==> config.mk <==
export PLATFORM = sky130hd
export DESIGN_NAME = sdram_cmd_guard
export DESIGN_NICKNAME = d
export VERILOG_FILES = /design/src/rtl/sdram_guard_pkg.sv /design/src/rtl/sdram_gap_timer.sv /design/src/rtl/sdram_open_watch.sv /design/src/rtl/sdram_cmd_guard.sv
export SDC_FILE = /design/constraint.sdc
export NUM_CORES = 1
export LEC_CHECK = 0
export BUFFER_PORTS_ARGS = -buffer_cell sky130_fd_sc_hd__buf_2
export CAP_MARGIN = 20
export CORE_ASPECT_RATIO = 1.1
export CORE_MARGIN = 2
export CORE_UTILIZATION = 33
export CTS_CLUSTER_DIAMETER = 60
export CTS_CLUSTER_SIZE = 25
export DETAILED_ROUTE_END_ITERATION = 8
export PLACE_DENSITY = 0.59
export SYNTH_ARGS = -nofsm -noshare
export SYNTH_HDL_FRONTEND = slang
export SYNTH_SLANG_ARGS = --single-unit
==> constraint.sdc <==
create_clock -name clk -period 3.49 [get_ports clk]
set_input_delay 0.698 -clock clk [delete_from_list [all_inputs] [get_ports clk]]
set_output_delay 0.698 -clock clk [all_outputs]
set_load 0.05 [all_outputs]
==> src/rtl/sdram_guard_pkg.sv <==
package sdram_guard_pkg;

    typedef enum logic [2:0] {
        CMD_NOP = 3'd0,
        CMD_ACT = 3'd1,
        CMD_RD  = 3'd2,
        CMD_WR  = 3'd3,
        CMD_PRE = 3'd4,
        CMD_BST = 3'd5
    } cmd_e;

    // spacing slots, one down-counter each
    localparam int GAP_RCD  = 0;  // open -> column
    localparam int GAP_RAS  = 1;  // open -> close
    localparam int GAP_RC   = 2;  // open -> open
    localparam int GAP_RP   = 3;  // close -> open
    localparam int GAP_WREC = 4;  // write -> close
    localparam int GAP_WACT = 5;  // write -> open
    localparam int NUM_GAPS = 6;

    // whole clocks covering a nanosecond figure (rounded up)
    function automatic int ns_to_clk(input int ns, input int tck_ps);
        return (ns * 1000 + tck_ps - 1) / tck_ps;
    endfunction

endpackage

==> src/rtl/sdram_gap_timer.sv <==
module sdram_gap_timer #(
    parameter int W   = 8,
    parameter int LEN = 1
) (
    input  logic clk,
    input  logic rst,
    input  logic load,
    output logic done
);
    localparam int LOADV = (LEN > 1) ? LEN - 1 : 0;

    logic [W-1:0] cnt;

    always_ff @(posedge clk) begin
        if (rst)
            cnt <= '0;
        else if (load)
            cnt <= W'(LOADV);
        else if (cnt != '0)
            cnt <= cnt - 1'b1;
    end

    assign done = (cnt == '0);

    // without a reload the remaining spacing only shrinks
    p_no_rise_r1: assert property (@(posedge clk) disable iff (rst)
        !load |=> (cnt <= $past(cnt)));

endmodule

==> src/rtl/sdram_open_watch.sv <==
module sdram_open_watch #(
    parameter int MAXC = 25000
) (
    input  logic clk,
    input  logic rst,
    input  logic open_start,
    input  logic row_open,
    output logic viol
);
    localparam int AW = $clog2(MAXC + 1) + 1;

    logic [AW-1:0] age;

    always_ff @(posedge clk) begin
        if (rst) begin
            age  <= '0;
            viol <= 1'b0;
        end else begin
            if (open_start)
                age <= '0;
            else if (row_open && age != AW'(MAXC))
                age <= age + 1'b1;
            if (row_open && age == AW'(MAXC))
                viol <= 1'b1;
        end
    end

    p_age_cap_r11: assert property (@(posedge clk) disable iff (rst)
        age <= AW'(MAXC));

    p_sticky_r11: assert property (@(posedge clk) disable iff (rst)
        viol |=> viol);

endmodule

==> src/rtl/sdram_cmd_guard.sv <==
module sdram_cmd_guard
    import sdram_guard_pkg::*;
#(
    parameter int TCK_PS        = 4000,
    parameter int T_RCD_NS      = 15,
    parameter int T_RAS_NS      = 42,
    parameter int T_RAS_MAX_NS  = 100000,
    parameter int T_RC_NS       = 60,
    parameter int T_RP_NS       = 15,
    parameter int T_WACT_RLX_NS = 20,
    parameter int BURST_LEN     = 4,
    parameter bit RELAX_WR      = 1'b0
) (
    input  logic       clk,
    input  logic       rst,
    input  logic       cmd_valid,
    input  logic [2:0] cmd_code,
    output logic       cmd_ready,
    output logic [2:0] cmd_out,
    output logic       proto_err,
    output logic       tras_violation
);
    localparam bit RELAX_OK = RELAX_WR && (TCK_PS >= 10000);
    localparam int C_RCD  = ns_to_clk(T_RCD_NS, TCK_PS);
    localparam int C_RAS  = ns_to_clk(T_RAS_NS, TCK_PS);
    localparam int C_RC   = ns_to_clk(T_RC_NS, TCK_PS);
    localparam int C_RP   = ns_to_clk(T_RP_NS, TCK_PS);
    localparam int C_MAX  = ns_to_clk(T_RAS_MAX_NS, TCK_PS);
    localparam int C_RDL  = RELAX_OK ? 1 : 2;
    localparam int C_DAL  = RELAX_OK ? 1 + ns_to_clk(T_WACT_RLX_NS, TCK_PS) : 2 + C_RP;
    localparam int GAP_LEN [NUM_GAPS] = '{
        C_RCD, C_RAS, C_RC, C_RP, BURST_LEN - 1 + C_RDL, BURST_LEN - 1 + C_DAL
    };
    localparam int CW = $clog2(C_RC + C_RAS + C_RCD + C_DAL + BURST_LEN + 2) + 1;

    cmd_e                req;
    cmd_e                cmd_q;
    cmd_e                fwd;
    logic                row_open;
    logic                perr_q;
    logic                ok;
    logic                reject;
    logic                fire;
    logic [NUM_GAPS-1:0] gap_done;
    logic [NUM_GAPS-1:0] gap_load;

    assign req = cmd_e'(cmd_code);

    // admission: protocol check first, then the spacings that apply
    always_comb begin
        ok     = 1'b1;
        reject = 1'b0;
        fwd    = CMD_NOP;
        case (req)
            CMD_ACT: begin
                fwd = CMD_ACT;
                if (row_open) reject = 1'b1;
                else ok = gap_done[GAP_RC] & gap_done[GAP_RP] & gap_done[GAP_WACT];
            end
            CMD_RD, CMD_WR: begin
                fwd = req;
                if (!row_open) reject = 1'b1;
                else ok = gap_done[GAP_RCD];
            end
            CMD_PRE: begin
                fwd = CMD_PRE;
                ok  = gap_done[GAP_RAS] & gap_done[GAP_WREC];
            end
            CMD_BST: fwd = CMD_BST;
            default: fwd = CMD_NOP;
        endcase
    end

    assign cmd_ready = ok | reject;
    assign fire      = cmd_valid && cmd_ready && !reject;

    always_comb begin
        gap_load           = '0;
        gap_load[GAP_RCD]  = fire && (req == CMD_ACT);
        gap_load[GAP_RAS]  = fire && (req == CMD_ACT);
        gap_load[GAP_RC]   = fire && (req == CMD_ACT);
        gap_load[GAP_RP]   = fire && (req == CMD_PRE);
        gap_load[GAP_WREC] = fire && (req == CMD_WR);
        gap_load[GAP_WACT] = fire && (req == CMD_WR);
    end

    for (genvar g = 0; g < NUM_GAPS; g++) begin : g_gap
        sdram_gap_timer #(
            .W   (CW),
            .LEN (GAP_LEN[g])
        ) u_timer (
            .clk  (clk),
            .rst  (rst),
            .load (gap_load[g]),
            .done (gap_done[g])
        );
    end

    always_ff @(posedge clk) begin
        if (rst) begin
            cmd_q    <= CMD_NOP;
            row_open <= 1'b0;
            perr_q   <= 1'b0;
        end else begin
            cmd_q  <= fire ? fwd : CMD_NOP;
            perr_q <= cmd_valid && reject;
            if (fire && req == CMD_ACT)
                row_open <= 1'b1;
            else if (fire && req == CMD_PRE)
                row_open <= 1'b0;
        end
    end

    sdram_open_watch #(
        .MAXC (C_MAX)
    ) u_watch (
        .clk        (clk),
        .rst        (rst),
        .open_start (fire && req == CMD_ACT),
        .row_open   (row_open),
        .viol       (tras_violation)
    );

    assign cmd_out   = cmd_q;
    assign proto_err = perr_q;

    p_col_open_r2: assert property (@(posedge clk) disable iff (rst)
        (cmd_q == CMD_RD || cmd_q == CMD_WR) |-> row_open);

    p_act_fresh_r10: assert property (@(posedge clk) disable iff (rst)
        (cmd_q == CMD_ACT) |-> (row_open && !$past(row_open)));

    p_err_nop_r10: assert property (@(posedge clk) disable iff (rst)
        perr_q |-> (cmd_q == CMD_NOP));

    p_pre_shuts_r3: assert property (@(posedge clk) disable iff (rst)
        (cmd_q == CMD_PRE) |-> !row_open);

endmodule

==> results.cfg <==
[worst_setup_path]
critical-path-top-delay-family = simple AND/OR/NAND/NOR gates
endpoint = cmd_ready
cp.depth = 5
timing.rr.start = g_gap[3].u_timer.cnt[0]
path_cells = nor4_1, nand4_1, a211o_1, nand3_1, buf_2
reg2reg_to = g_gap[0].u_timer.cnt[5]
crit_fanout = 6
crit_required_ns = 2.79
cpPeakStageDelay_ns = 0.58
worstSetupEndpointType = output pin
reg2reg_setup_slack_ns = 1.41
critPathKind = register to output pin
crit_start = g_gap[4].u_timer.cnt[2]
critPathLaunchType = register
reg2reg_depth = 7
critical_path_buf_inv_count = 1
worstPathArrival_ns = 2.39
cp_slowest_cell = nor4_1

[sta]
max_freq_mhz = 323
skew_ns = 0.00934
fin_tns_setup_ns = 0
maxSlewHeadroom_pct = 58.7
period_share_pct = 88.6
fin_crit_ns = 3.09
worst_slew_pin_slew_ns = 0.614
finalSetupViolations = 0
rsz0062_at_grt = false
hold_violations = 0
slew_violations = 0
holdWs_ns = 0.470

[power_and_ir_drop]
power_per_cell_area_nw_per_um2 = 890
ir_worst_vdd_mv = 0.389
p_leak_nw = 1.37

[final_layout]
final_common_cell = dfxtp_1
fin_area_sq_um = 3650
fin_nets = 390
utilization_pct = 38.7
antenna_cells = 0
mostFrequentLayoutCells = dfxtp_1, nor3_1, nand2_1
area_delta_synth_final_pct = 12.7
nFillCells = 971
drive_gt1_share_pct = 11.5
stdcell_count = 492

[routing]
route.vias.total = 2510
vias_per_cell = 5.10
drt_iter0_markers = 71
wl_met2_microns = 3060
dr.pass1.iters = 5
wl_microns = 6250
met1_length_microns = 2950
top_layer = met4
drc = 0
wl_per_cell_microns = 12.7
met3WireLength_microns = 158
ant_nets = 0

[clock_tree]
cts.htree.levels = 3
clock_latency_ns = 0.35
cts.sinks = 64
ctsRootBufferMaster = clkbuf_8
post_cts_resized = 0
cts_made_buffers = 9
cts-hold-fix-buffers = 0
clock_path_buffers = 2
post_cts_buffers = 0
cts_tree = done
clkTransAtPathRegs_ns = 0.08

[global_routing]
grt_pass1_wl_microns = 11100
grt_start_max_net_pins = 35
grt_pass1_vias = 2518
gr-total-overflow = 0
grtUsageTotal_pct = 12.8
antenna_found_initial = 0

[worst_hold_path]
min_path_type = register to register

[synth]
synthArstFlopShare_pct = 0
synth_top_area_share_pct = 39.5
synth_edf_count = 0
syn_area_per_cell_sq_um = 9.06
yosysSeqAreaShare_pct = 39.5
synth_cell_type_count = 48
synth_top_cell_by_area = dfxtp_1
syn_area_sq_um = 3240
syn_nets = 378
synthCells = 358
ys_warn_count = 0
yosys_most_used_dff = dfxtp_1
ys_ff_latch = 64
ys_top_cells_by_area = dfxtp_1, ha_1, xnor2_1

[placement]
port_buffers = 11
dp.cells = 476
dp_hpwl_microns = 4450
place.gp.congestion = 0.794
post_dp_cell_area_sq_um = 3410

[floorplanning]
io_pins = 12
core_area_sq_um = 9440
rows = 37
die_area_sq_um = 10600
fp.dieH_microns = 108
die_w_microns = 98.5
initial_core_util_pct = 34.3

[run_status]
run_status = finished, final reports clean

[job]
maxCapViolations = 0
-- per-layer routing --
layer / up-vias / GRT usage, %
met1: 1183 / 14.8
met5: - / 0
met3: 6 / 4.85
met2: 22 / 21.9
met4: 0 / 4.11
li1: 1299 / -
-- metrics by stage --
stage | power (mW) | setup slack (ns)
2_1_floorplan | 2.24 | 0.976
3_3_place_gp | 2.46 | 0.711
3_5_place_dp | 2.49 | 0.706
4_1_cts | 3.29 | 0.400
5_1_grt | 3.54 | 0.193
6_report | 3.25 | 0.397
-- flip-flops by register name, summed over array words and instances, names as in the netlist --
signal and cells:
g_gap.u_timer.cnt 42, u_watch.age 16, cmd_out 3, proto_err 1
row_open 1, u_watch.viol 1
-- kinds of logic after synthesis --
group	count (synthesis)	share of synthesized area [%]
fa+ha+maj	14	5.40
xor+xnor	36	9.73
buf+inv	30	3.98
mux	8	2.51
flops	64	39.5
simple gates	160	28.9
compound gates	46	9.96
-- how the worst min path moves through the flow --
stage | from | end | slack [ns] | cells after the start
floorplan | g_gap[4].u_timer.cnt[6] | g_gap[4].u_timer.cnt[6] | 0.45 | 2
global placement | u_watch.viol | u_watch.viol | 0.44 | 2
detailed placement | u_watch.viol | u_watch.viol | 0.46 | 2
CTS | u_watch.viol | u_watch.viol | 0.48 | 2
global route | g_gap[5].u_timer.cnt[6] | g_gap[5].u_timer.cnt[6] | 0.52 | 2
finish | u_watch.viol | u_watch.viol | 0.47 | 2
-- worst reg2reg max path, cell delays in order (launching register included) --
cell and delay, ns:
dfxtp_1 0.33, inv_1 0.08, ha_1 0.14, nor4b_1 0.33
nand4_1 0.27, nor4b_4 0.30, buf_4 0.37, nor4_1 0.11
-- layout make-up --
type	instances	area, sq um	share of cell area (%)
multi-input cells	264	1840	50.4
flip-flops and latches	64	1280	35.1
well taps	117	146	4.01
clock buffers	9	124	3.39
clock inverters	7	120	3.29
repair buffers	14	77.6	2.12
inverters	17	63.8	1.75
-- synthesized netlist by cell type, drive strengths merged (2+ instances only) --
master / instances
xor2: 16
and4: 2
or2: 2
nor2b: 7
ha: 14
xnor2: 20
nand2: 28
a311oi: 2
and3: 2
mux2i: 7
inv: 17
nand3b: 3
dfxtp: 64
nor3: 30
buf: 6
or4: 5
nand4: 9
clkbuf: 7
or3: 6
or4b: 3
nor2: 23
o31ai: 5
nor4: 12
and2: 6
nor4b: 4
nand2b: 4
a211oi: 11
o21a: 3
a21oi: 14
nor3b: 6
o21ai: 4
nand3: 7
-- power breakdown --
group / internal, mW / switching [mW] / leakage, nW
sequential: 0.945 / 0.192 / 0.525
clock: 0.475 / 0.299 / 0.119
combinational: 0.635 / 0.704 / 0.728
Power figures use the tool's default switching activity.
